<file path="config.mk">
export PLATFORM = sky130hd
export DESIGN_NAME = mdio_frame_engine
export DESIGN_NICKNAME = d
export VERILOG_FILES = /design/src/rtl/mdio_pkg.sv /design/src/rtl/mdio_mdc_gen.sv /design/src/rtl/mdio_frame_fsm.sv /design/src/rtl/mdio_frame_engine.sv
export SDC_FILE = /design/constraint.sdc
export NUM_CORES = 1
export LEC_CHECK = 0
export BUFFER_PORTS_ARGS = -buffer_cell sky130_fd_sc_hd__clkbuf_2
export CORE_MARGIN = 1.5
export CORE_UTILIZATION = 48
export CTS_CLUSTER_SIZE = 12
export DETAILED_ROUTE_END_ITERATION = 7
export PLACE_DENSITY_LB_ADDON = 0.12
export SYNTH_ARGS = -nofsm -noshare
export SYNTH_HDL_FRONTEND = slang
export SYNTH_SLANG_ARGS = --single-unit
</file>
<file path="constraint.sdc">
create_clock -name clk -period 2.39 [get_ports clk]
set_clock_uncertainty 0.15 [all_clocks]
set_input_delay 0 -clock clk [delete_from_list [all_inputs] [get_ports clk]]
set_output_delay 0 -clock clk [all_outputs]
set_load 0.02 [all_outputs]
</file>
<file path="src/rtl/mdio_pkg.sv">
package mdio_pkg;
    localparam logic [1:0] OP_WRITE = 2'b01;
    localparam logic [1:0] OP_READ  = 2'b10;

    localparam int PRE_BITS  = 32;
    localparam int SOF_BITS  = 2;
    localparam int OP_BITS   = 2;
    localparam int ADDR_BITS = 5;
    localparam int TA_BITS   = 2;
    localparam int DATA_BITS = 16;
    localparam int CNT_W     = $clog2(PRE_BITS);

    localparam int RDY_BIT = 28;
    localparam int OP_LSB  = 26;
    localparam int PHY_LSB = 21;
    localparam int REG_LSB = 16;

    typedef enum logic [3:0] {
        ST_IDLE,
        ST_PREAMBLE,
        ST_START,
        ST_OPCODE,
        ST_PHYADDR,
        ST_REGADDR,
        ST_TURNAROUND,
        ST_DATA,
        ST_DONE
    } mdio_state_e;
endpackage

</file>
<file path="src/rtl/mdio_mdc_gen.sv">
module mdio_mdc_gen #(
    parameter int HALF_CYCLES = 50
) (
    input  logic clk,
    input  logic rst_n,
    input  logic run,
    output logic mdc,
    output logic rise_tick,
    output logic fall_tick
);
    localparam int CW = $clog2(HALF_CYCLES + 1);
    localparam logic [CW-1:0] LAST = CW'(HALF_CYCLES - 1);

    logic [CW-1:0] div_cnt;
    logic          wrap;

    assign wrap      = run && (div_cnt == LAST);
    assign rise_tick = wrap && !mdc;
    assign fall_tick = wrap && mdc;

    always_ff @(posedge clk or negedge rst_n) begin
        if (!rst_n) begin
            div_cnt <= '0;
            mdc     <= 1'b0;
        end else if (!run) begin
            div_cnt <= '0;
            mdc     <= 1'b0;
        end else if (wrap) begin
            div_cnt <= '0;
            mdc     <= ~mdc;
        end else begin
            div_cnt <= div_cnt + 1'b1;
        end
    end

    // the frame machine only stops the divider after a falling edge
    a_r6_idle_mdc_low: assert property (@(posedge clk) disable iff (!rst_n)
        !run |-> !mdc);
endmodule

</file>
<file path="src/rtl/mdio_frame_fsm.sv">
module mdio_frame_fsm
    import mdio_pkg::*;
(
    input  logic        clk,
    input  logic        rst_n,
    input  logic        start,
    input  logic [1:0]  op,
    input  logic [4:0]  phy_addr,
    input  logic [4:0]  reg_addr,
    input  logic [15:0] wdata,
    input  logic        rise_tick,
    input  logic        fall_tick,
    input  logic        mdio_i,
    output logic        run,
    output logic        busy,
    output logic        finish,
    output logic        mdio_o,
    output logic        mdio_oe,
    output logic [15:0] rdata
);
    mdio_state_e      state;
    logic [CNT_W-1:0] bit_cnt;
    logic             is_read;
    logic             last_bit;

    assign is_read  = (op == OP_READ);
    assign last_bit = fall_tick && (bit_cnt == '0);
    assign busy     = (state != ST_IDLE);
    assign run      = busy && (state != ST_DONE);
    assign finish   = (state == ST_DONE);

    always_ff @(posedge clk or negedge rst_n) begin
        if (!rst_n) begin
            state   <= ST_IDLE;
            bit_cnt <= '0;
            rdata   <= '0;
        end else begin
            if (state == ST_DATA && is_read && rise_tick)
                rdata <= {rdata[14:0], mdio_i};
            if (fall_tick && bit_cnt != '0)
                bit_cnt <= bit_cnt - 1'b1;
            unique case (state)
                ST_IDLE: if (start) begin
                    state   <= ST_PREAMBLE;
                    bit_cnt <= CNT_W'(PRE_BITS - 1);
                end
                ST_PREAMBLE: if (last_bit) begin
                    state   <= ST_START;
                    bit_cnt <= CNT_W'(SOF_BITS - 1);
                end
                ST_START: if (last_bit) begin
                    state   <= ST_OPCODE;
                    bit_cnt <= CNT_W'(OP_BITS - 1);
                end
                ST_OPCODE: if (last_bit) begin
                    state   <= ST_PHYADDR;
                    bit_cnt <= CNT_W'(ADDR_BITS - 1);
                end
                ST_PHYADDR: if (last_bit) begin
                    state   <= ST_REGADDR;
                    bit_cnt <= CNT_W'(ADDR_BITS - 1);
                end
                ST_REGADDR: if (last_bit) begin
                    state   <= ST_TURNAROUND;
                    bit_cnt <= CNT_W'(TA_BITS - 1);
                end
                ST_TURNAROUND: if (last_bit) begin
                    state   <= ST_DATA;
                    bit_cnt <= CNT_W'(DATA_BITS - 1);
                end
                ST_DATA: if (last_bit) state <= ST_DONE;
                ST_DONE: state <= ST_IDLE;
                default: state <= ST_IDLE;
            endcase
        end
    end

    always_comb begin
        mdio_o  = 1'b0;
        mdio_oe = 1'b1;
        unique case (state)
            ST_IDLE, ST_DONE: mdio_oe = 1'b0;
            ST_PREAMBLE:      mdio_o  = 1'b1;
            ST_START:         mdio_o  = (bit_cnt == '0);
            ST_OPCODE:        mdio_o  = op[bit_cnt[0]];
            ST_PHYADDR:       mdio_o  = phy_addr[bit_cnt[2:0]];
            ST_REGADDR:       mdio_o  = reg_addr[bit_cnt[2:0]];
            ST_TURNAROUND: begin
                mdio_oe = !is_read;
                mdio_o  = !is_read && bit_cnt[0];
            end
            ST_DATA: begin
                mdio_oe = !is_read;
                mdio_o  = !is_read && wdata[bit_cnt[3:0]];
            end
            default:          mdio_oe = 1'b0;
        endcase
    end
endmodule

</file>
<file path="src/rtl/mdio_frame_engine.sv">
module mdio_frame_engine
    import mdio_pkg::*;
#(
    parameter int CLK_HZ     = 250_000_000,
    parameter int MDC_MAX_HZ = 2_500_000
) (
    input  logic        clk,
    input  logic        rst_n,
    input  logic        cmd_wr,
    input  logic [31:0] cmd_wdata,
    output logic [31:0] cmd_rdata,
    output logic        mgmt_done,
    output logic        mdc,
    output logic        mdio_o,
    output logic        mdio_oe,
    input  logic        mdio_i
);
    localparam int HALF = (CLK_HZ + 2 * MDC_MAX_HZ - 1) / (2 * MDC_MAX_HZ);

    logic [1:0]  op_q;
    logic [4:0]  phy_q, reg_q;
    logic [15:0] data_q, rd_data;
    logic        ready_q;
    logic        run, busy, finish, rise_tick, fall_tick;
    logic        valid_op, accept, start;
    logic        unused_hi;

    assign unused_hi = ^cmd_wdata[31:29];
    assign valid_op  = (cmd_wdata[OP_LSB+:2] == OP_WRITE) || (cmd_wdata[OP_LSB+:2] == OP_READ);
    assign accept    = cmd_wr && !busy;
    assign start     = accept && valid_op;
    assign cmd_rdata = {3'b000, ready_q, op_q, phy_q, reg_q, data_q};

    always_ff @(posedge clk or negedge rst_n) begin
        if (!rst_n) begin
            op_q      <= '0;
            phy_q     <= '0;
            reg_q     <= '0;
            data_q    <= '0;
            ready_q   <= 1'b1;
            mgmt_done <= 1'b0;
        end else begin
            mgmt_done <= finish;
            if (finish) begin
                ready_q <= 1'b1;
                if (op_q == OP_READ) data_q <= rd_data;
            end else if (accept) begin
                op_q   <= cmd_wdata[OP_LSB+:2];
                phy_q  <= cmd_wdata[PHY_LSB+:5];
                reg_q  <= cmd_wdata[REG_LSB+:5];
                data_q <= cmd_wdata[15:0];
                if (valid_op) ready_q <= 1'b0;
            end
        end
    end

    mdio_mdc_gen #(.HALF_CYCLES(HALF)) u_div (
        .clk(clk), .rst_n(rst_n), .run(run),
        .mdc(mdc), .rise_tick(rise_tick), .fall_tick(fall_tick)
    );

    mdio_frame_fsm u_fsm (
        .clk(clk), .rst_n(rst_n), .start(start),
        .op(op_q), .phy_addr(phy_q), .reg_addr(reg_q), .wdata(data_q),
        .rise_tick(rise_tick), .fall_tick(fall_tick), .mdio_i(mdio_i),
        .run(run), .busy(busy), .finish(finish),
        .mdio_o(mdio_o), .mdio_oe(mdio_oe), .rdata(rd_data)
    );

    // wire changes confined to the low phase of MDC
    a_r5_stable_when_high: assert property (@(posedge clk) disable iff (!rst_n)
        (mdc && $past(mdc)) |-> ($stable(mdio_o) && $stable(mdio_oe)));
    // done lasts one cycle
    a_r7_done_single: assert property (@(posedge clk) disable iff (!rst_n)
        mgmt_done |=> !mgmt_done);
    // ready rises together with done
    a_r7_ready_with_done: assert property (@(posedge clk) disable iff (!rst_n)
        $rose(ready_q) |-> mgmt_done);
    // writes during a transaction leave the fields alone
    a_r8_busy_write_ignored: assert property (@(posedge clk) disable iff (!rst_n)
        (cmd_wr && busy && !finish) |=> ($stable(op_q) && $stable(phy_q) && $stable(reg_q)));
endmodule

</file>
== After elaboration in Yosys (flattened, before gate mapping) ==
Index checks and enable logic that the tools add are counted.

* Bits in registers: 62
* Input port bits: 36
* Output and inout bits: 36
* Logic and storage cells: 106

* $add $sub $neg: 2
* Magnitude comparators: 3
* Equal/unequal tests: 23
* Muxes and demuxes: 35
* Bitwise gates (word level): 2
* Reduce and logical (&&, ||, !) cells: 30

{| class="wikitable"
|+ Operators by type and width
! cell !! count
|-
| 16-bit two-way mux || 3
|-
| 4-bit two-way mux || 8
|-
| 4-bit case mux with 8 select lines || 1
|-
| 5-bit two-way mux || 5
|-
| 5-bit case mux with 4 select lines || 1
|-
| 4-bit by 3-bit equality test with 1-bit output, second input constant || 4
|-
| 2-bit by 1-bit != test with 1-bit output, second input constant || 8
|-
| 1-bit logical AND || 12
|-
| 6-bit two-way mux || 2
|-
| 1-bit two-way mux || 10
|-
| 4-bit by 2-bit equality test with 1-bit output, second input constant || 2
|-
| 8-bit AND reduction || 1
|-
| 1-bit case mux with 7 select lines || 1
|-
| 6-bit by 1-bit adder with 6-bit output, second input constant || 1
|-
| 1-bit binary-select mux with 3-bit select || 2
|-
| 6-bit equality test, second input constant || 1
|-
| 2-bit AND reduction || 3
|-
| 5-bit logical NOT || 1
|-
| 4-bit by 5-bit less-than comparator with 1-bit output, second input constant || 1
|-
| 5-bit nonzero test || 1
|-
| 5-bit OR reduction || 1
|-
| 5-bit by 1-bit subtractor with 5-bit output, second input constant || 1
|-
| 1-bit binary-select mux with 4-bit select || 1
|-
| 2-bit equality test, second input constant || 2
|-
| 16 further kinds || 22
|}

== Logic depth before layout (Yosys ltp) ==
Gate-level depths: netlist of run 1.

* Depth in word-level cells: 8
* Mapped depth: 8
* Depth with buffers taken out: 7

== By module ==
A second synthesis of run 1 with hierarchy kept.

* Cells, all modules: 280
* Area total of the unflattened synthesis: 3474.6 µm²

{| class="wikitable"
|+ Modules (own cells, without submodules)
! module !! instances !! cells an instance !! area each (µm²) !! sequential area each (µm²)
|-
| mdio_frame_engine || 1 || 109 || 1605.3 || 752.0
|-
| mdio_frame_fsm || 1 || 140 || 1510.2 || 625.6
|-
| mdio_mdc_gen || 1 || 31 || 359.1 || 175.2
|}

== Least setup slack after synthesis of run 1 ==
Ideal clock, no wire load.

* Path type: register to register
* Start point: register u_fsm.bit_cnt[0]
* End point: register u_fsm.bit_cnt[1]
* Setup time: 0.086 ns
* Arrival: 1.830 ns
* Slack: 0.324 ns
* Stages on the path, launching flop included: 9
* Buffers on the path: 1
* Cells stage by stage: dfrtp_1 -> buf_4 -> inv_1 -> ha_1 -> nor4b_4 -> nor2_1 -> nand2_2 -> mux2_1 -> a32oi_1

* Cells in the longest elaborated chain, start to end: 5

{| class="wikitable"
|+ Ends and longest elaborated chain
! element !! RTL line !! RTL
|-
| start, declared || mdio_frame_fsm.sv:22 || <nowiki>logic [CNT_W-1:0] bit_cnt;</nowiki>
|-
| start signal, assigned || mdio_frame_fsm.sv:41 || <nowiki>bit_cnt <= bit_cnt - 1'b1;</nowiki>
|-
| start signal, assigned || mdio_frame_fsm.sv:45 || <nowiki>bit_cnt <= CNT_W'(PRE_BITS - 1);</nowiki>
|-
| start signal, assigned || mdio_frame_fsm.sv:49 || <nowiki>bit_cnt <= CNT_W'(SOF_BITS - 1);</nowiki>
|-
| parallel branches: the longest is 4 deep, another holds 5-bit by 1-bit subtractor with 5-bit output || n/a ||
|-
| 5-bit case mux with 4 select lines * || mdio_frame_fsm.sv:42 || <nowiki>unique case (state)</nowiki>
|}

Mark *: on every way between the ends.
A chain may end at the register's enable or synchronous reset.

== Final worst setup path of run 1 ==
* Start point: register u_fsm.bit_cnt[0]
* End point: output port mdio_o

* Cells in the longest elaborated chain, start to end: 4

{| class="wikitable"
|+ Ends and longest elaborated chain
! element !! RTL line !! RTL
|-
| 1-bit binary-select mux with 4-bit select || mdio_frame_fsm.sv:94 || <nowiki>mdio_o = !is_read && wdata[bit_cnt[3:0]];</nowiki>
|-
| 1-bit two-way mux (not written as such) || mdio_frame_fsm.sv:94 ||
|-
| 1-bit logical AND || mdio_frame_fsm.sv:94 ||
|-
| 1-bit case mux with 7 select lines * || mdio_frame_fsm.sv:81 || <nowiki>unique case (state)</nowiki>
|-
| end, declared || mdio_frame_engine.sv:14 || <nowiki>output logic mdio_o,</nowiki>
|}

Mark *: on every way between the ends. The rest lies on a longest branch, timed or not. The select of a mux whose other input is x is not followed.

==> results of run 1 <==
==> logic make-up (layout without fill, tap and decap cells) <==
family                     Yosys count  in the layout
and+or+nand+nor                     78             78
DFF                                 62             62
muxes                               56             56
AOI/OAI and AO/OA                   39             39
buffers and inverters               23            131
xor gates and xnor gates            12             12
adders and majority gates            3              3
other                                1              3
==> flip-flops by register name, indices dropped and copies added (netlist names), 2 cells and up <==
| name | count |
|---|---|
| u_div.div_cnt | 6 |
| phy_q | 5 |
| u_fsm.rdata | 16 |
| u_fsm.state | 4 |
| op_q | 2 |
| data_q | 16 |
| reg_q | 5 |
| u_fsm.bit_cnt | 5 |
==> timing repair <==
| item | CTS | global route |
|---|---|---|
| endpoints found under the setup margin | 1 | 1 |
| setup buffers | 1 | 2 |
| hold buffers | 31 | 0 |
| resized for setup | 1 | 6 |
| hold endpoints to repair | 59 | 0 |
==> placed cells by master, fill, tap and decap left out, types with 3 or more instances in the layout <==
cell type       n
clkbuf_2       63
nand2_1        13
a21oi_2         8
dlygate4sd3_1  31
inv_1           3
buf_4          13
ha_1            3
dfrtp_1        60
o31a_1          3
a21oi_1         8
nand2_2         3
mux2i_1        20
o21ai_0         5
xor2_1          6
mux4_2          5
mux2_2         20
nor3_1          4
mux2_4         10
nor2_1         31
clkbuf_8       10
xnor2_1         6
conb_1          3
nand3_1         8
==> routing by layer <==
metal	part of all wire	vias up	wire (µm)	GRT usage
li1	-	1177	-	-
met4	0.014	0	97	0.0894
met5	0	-	0	0
met3	0.029	7	203	0.0404
met2	0.50	53	3510	0.328
met1	0.46	1222	3230	0.267
==> through the flow <==
stage                util  instances  area, µm²  power [mW]  setup slack (ps)
floorplan               -        276       3320        2.51               324
global placement    0.553        414       3720        2.97               248
detailed placement  0.553        414       3720        3.00               190
CTS                 0.630        462       4230        3.94              8.76
global route        0.634        464       4260        4.16              3.07
finish              0.634        464       4260        3.92               106
==> how the worst min path moves through the flow <==
stage	end	depth (start not counted)
floorplan	data_q[0]	0
global placement	u_fsm.state[1]	1
detailed placement	u_fsm.state[0]	1
CTS	u_fsm.state[2]	2
global route	u_fsm.state[2]	2
finish	u_fsm.state[2]	2
==> critical path, delay by kind of cell (launching register included) <==
family	cells	cell delay (ps)
AND/OR/NAND/NOR	1	70
AO/OA/AOI/OAI	2	400
buffers and inverters	1	140
flip-flops	1	430
multiplexers	2	770
==> power by group <==
part           switching (mW)  internal, mW  total (mW)
Combinational           0.792         0.628        1.42
Clock                   0.394         0.507       0.901
Sequential              0.266          1.33        1.60
==> area by class of cell <==
cell class | count | share of cell area
Clock buffer | 12 | 0.0341
Sequential cell | 62 | 0.365
Tap cell | 80 | 0.0235
Multi-Input combinational cell | 191 | 0.378
Clock inverter | 4 | 0.0112
Inverter | 4 | 0.00411
Timing Repair Buffer | 111 | 0.184
==> results.cfg, run 1 <==
[clock_tree]
clk_path_buf_depth = 2
clkTransAtPathRegs_ps = 70
root_buffer = clkbuf_8
cts_tree = built
insertion_delay_ps = 330
cts_sinks = 62
numCtsBuffers = 9
htreeDepth = 3

[routing]
post_drt_wl_per_cell_um = 15.2
postRouteAntennaNets = 0
firstDrtPassIters = 5
drtIter0Drc = 92
routed_wirelength_um = 7040
num_vias = 2459
avgViaCountPerCell = 5.30
drc = 0

[grt]
grt_usage = 0.203
grt_pass1_vias = 2399
grt-ovfl-total = 0
grt_max_degree = 34
grt_pass1_wl_um = 11600
antenna_found_initial = 0

[timing]
finalHoldViolations = 0
worst_slew_pin_slew_ps = 775
finalSetupTns_ps = 0
fin_hold_ws_ps = 134
setup_viol = 0
rsz0062_at_grt = no
slew_headroom = 0.484
finalCritPeriodShare = 0.956
slew_violations = 0
fin_crit_ps = 2280
clock.fmax_mhz = 438

[min_path]
hold_class = primary input to async pin

[logic_synthesis]
synthArstFlopShare = 1.00
synthXorXnorAreaFrac = 0.0317
synth_top_area_share = 0.460
synthFlopType = dfrtp_1
ys_top_cells_by_count = dfrtp_1 (61), nor2_1 (31), mux2_2 (20), mux2i_1 (20), nand2_1 (13)
synth.most_common_cell = dfrtp_1
synth_cells = 274
synth_top_family_by_area = multiplexers
ys_types = 58
yosysTopAreaCell = dfrtp_1
syn_area_per_cell_um2 = 12.1
netlist_area_mm2 = 0.00332
yosysWarnings = 0
synth_edf_count = 0
synth-simple-area-share = 0.137
ys_ff_latch = 62
synth_area_leaders = dfrtp_1 (46%), mux2_2 (6.8%), mux2i_1 (6.0%)
synth-adder-area-share = 0.0113
synth-seq-area-share = 0.468
synth_mux_area_frac = 0.212
synth_compound_area_frac = 0.0887

[final_layout]
regArea_mm2 = 0.00155
fin_nets = 418
diodes = 0
multi_input_area_mm2 = 0.00161
area_growth_pct = 28.5
drive_gt1_frac = 0.401
fillerInstances = 545

[placed_design]
place_congestion = 0.902
dp_hpwl_um = 4890
numPortBuffers = 64

[power_and_ir_drop]
vdd_drop_max_v = 0.000560
p_per_area_mw_per_mm2 = 920
static-leakage-power_nw = 2.00

[critical_path]
cp-end-kind = primary output
timing.rr.end = u_fsm.state[1]
arrival_ps = 2130
crit_chain = mux4_2 > mux2_2 > nand2_1 > a311oi_1 > a221o_1 > buf_6
critPathKind = flop to primary output
slowest_stage = mux4_2
slowest_delay_ps = 500
required_ps = 2240
crit_end = mdio_o
reg2reg_depth = 9
r2r-start = u_fsm.bit_cnt[0]
r2r_setup_slack_ps = 180
critPathMaxFanout = 5
start_kind = flop
cp-startpoint = u_fsm.bit_cnt[0]

[run]
drv_cap = 0

[run_status]
status = finished, final reports clean

[floorplan]
dieHeight_um = 86.1
core_area_mm2 = 0.00672
row_count = 30
die_w_um = 86.1
initial_utilization = 0.493
ios = 72
die_area_mm2 = 0.00741
Power figures use the tool's default switching activity.
==> run 2, diff against run 1 <==
==> constraint.sdc (replaced) <==
create_clock -name clk -period 2.39 [get_ports clk]
set_clock_uncertainty 0.15 [all_clocks]
set_input_delay 0.478 -clock clk [delete_from_list [all_inputs] [get_ports clk]]
set_output_delay 0.478 -clock clk [all_outputs]
set_load 0.02 [all_outputs]
==> results.cfg, run 2 (synthesis gave the netlist of run 1 again) <==
[run_status]
status = finished, violations left
violations = setup timing

[clock_tree]
cts_resized = 4
clk_path_buf_depth = 2
numCtsBuffers = 9
cts_tree = built
postCtsSetupRepairBufs = 0
clkTransAtPathRegs_ps = 70
root_buffer = clkbuf_8
cts_sinks = 62
ctsHoldBuffers = 0
htreeDepth = 3
insertion_delay_ps = 330

[timing]
rsz0062_at_grt = yes
fin_hold_ws_ps = 5.40
finalHoldViolations = 0
finalSetupTns_ps = -375
slew_headroom = 0.586
finalCritPeriodShare = 1.16
worst_slew_pin_slew_ps = 620
worst_slack_ps = -375
setup_viol = 1
slew_violations = 0
clock.fmax_mhz = 362
fin_crit_ps = 2770

[placed_design]
pre_cts_ws_ps = -118
place_congestion = 0.863
dpl-instance-area_mm2 = 0.00387
numPortBuffers = 64
dp_hpwl_um = 5110

[power_and_ir_drop]
static-leakage-power_nw = 1.93
p_sw_mw = 1.45
p_int_mw = 2.43
clkPwrFrac = 0.211
p_sw_frac = 0.373
combPwrFrac = 0.385
vdd_drop_max_v = 0.000430
p_per_area_mw_per_mm2 = 956
p_seq_frac = 0.404

[final_layout]
fin_nets = 401
multi_input_area_mm2 = 0.00161
final_cell_mix = clkbuf_2 (63), dfrtp_1 (59), nor2_1 (31)
drive_gt1_frac = 0.462
diodes = 0
fillerInstances = 582
area_growth_pct = 22.3
design_area_mm2 = 0.00406
top_regs = data_q x16, u_fsm.rdata x16, u_div.div_cnt x6
regArea_mm2 = 0.00156
mostFrequentLayoutCell = clkbuf_2
fin_util = 0.604

[critical_path]
critPathMaxFanout = 5
arrival_ps = 2140
required_ps = 1760
cp-end-kind = primary output
start_kind = flop
critPathKind = flop to primary output

[routing]
routed_wirelength_um = 6770
num_vias = 2304
avgViaCountPerCell = 5.17
post_drt_wl_per_cell_um = 15.2
drc = 0
drtIter0Drc = 79
firstDrtPassIters = 4
postRouteAntennaNets = 0

[grt]
grt_pass1_wl_um = 11200
grt_max_degree = 33
antenna_found_initial = 0
grt_pass1_vias = 2267
grt-ovfl-total = 0
grt_usage = 0.197

[floorplan]
ios = 72
core_area_mm2 = 0.00672
die_area_mm2 = 0.00741
row_count = 30
dieHeight_um = 86.1
die_w_um = 86.1
initial_utilization = 0.493

[min_path]
hold_class = primary input to async pin

[run]
drv_cap = 0
## run 2: cell types whose count changed in the layout (fill, tap and decap cells not counted), sizes merged
cell	before	now
buf	17	30
bufinv	1	0
clkinv	2	3
dlygate4sd3	31	0
## run 2: stage by stage
stage | cells | power, mW
after CTS | 446 | 3.92
after global routing | 446 | 4.12
after floorplan | 276 | 2.51
after detailed placement | 431 | 3.08
final | 446 | 3.88
after global placement | 431 | 3.06
## run 2: final cells by class
type / instances / share of cell area
repair buffers: 94 / 0.149
well taps: 80 / 0.0247
inverters: 4 / 0.00432
clock buffers: 11 / 0.0373
multi-input cells: 191 / 0.396
clock inverters: 4 / 0.00555
flip-flops and latches: 62 / 0.383
## run 2: critical path, stage by stage (launching register included)
cell and delay, ps:
dfrtp_2 420, mux4_2 500, mux2_4 270, nand2_1 60, a311oi_1 90, a221o_1 300
clkbuf_8 160
## run 2: final timing paths
check | slack (ps) | startpoint | depth (start not counted) | endpoint
hold reg to reg | 340 | u_div.div_cnt[0] | 1 | u_div.div_cnt[0]
max in group asynchronous | 1540 | rst_n | 2 | u_fsm.bit_cnt[1]
setup / recovery | -380 | u_fsm.bit_cnt[0] | 6 | mdio_o
min in group clk | 220 | cmd_wdata[18] | 2 | reg_q[2]
setup reg to reg | 170 | u_fsm.bit_cnt[0] | 9 | u_fsm.bit_cnt[1]
hold / removal | 5 | rst_n | 1 | u_div.div_cnt[0]
## run 2: metal layers
metal / global-route usage / vias to the layer above / wire length (µm)
li1: - / 1139 / -
met1: 0.264 / 1113 / 3190
met2: 0.317 / 46 / 3270
met3: 0.0472 / 6 / 241
met4: 0.0616 / 0 / 66
met5: 0 / - / 0
## run 2: power groups by stage
stage          Combinational, mW  Clock (mW)  Sequential [mW]
4_1_cts                     1.50       0.846             1.57
6_report                    1.49       0.819             1.57
3_3_place_gp                1.48           0             1.58
3_5_place_dp                1.49           0             1.59
5_1_grt                     1.62       0.889             1.61
2_1_floorplan              0.681           0             1.83
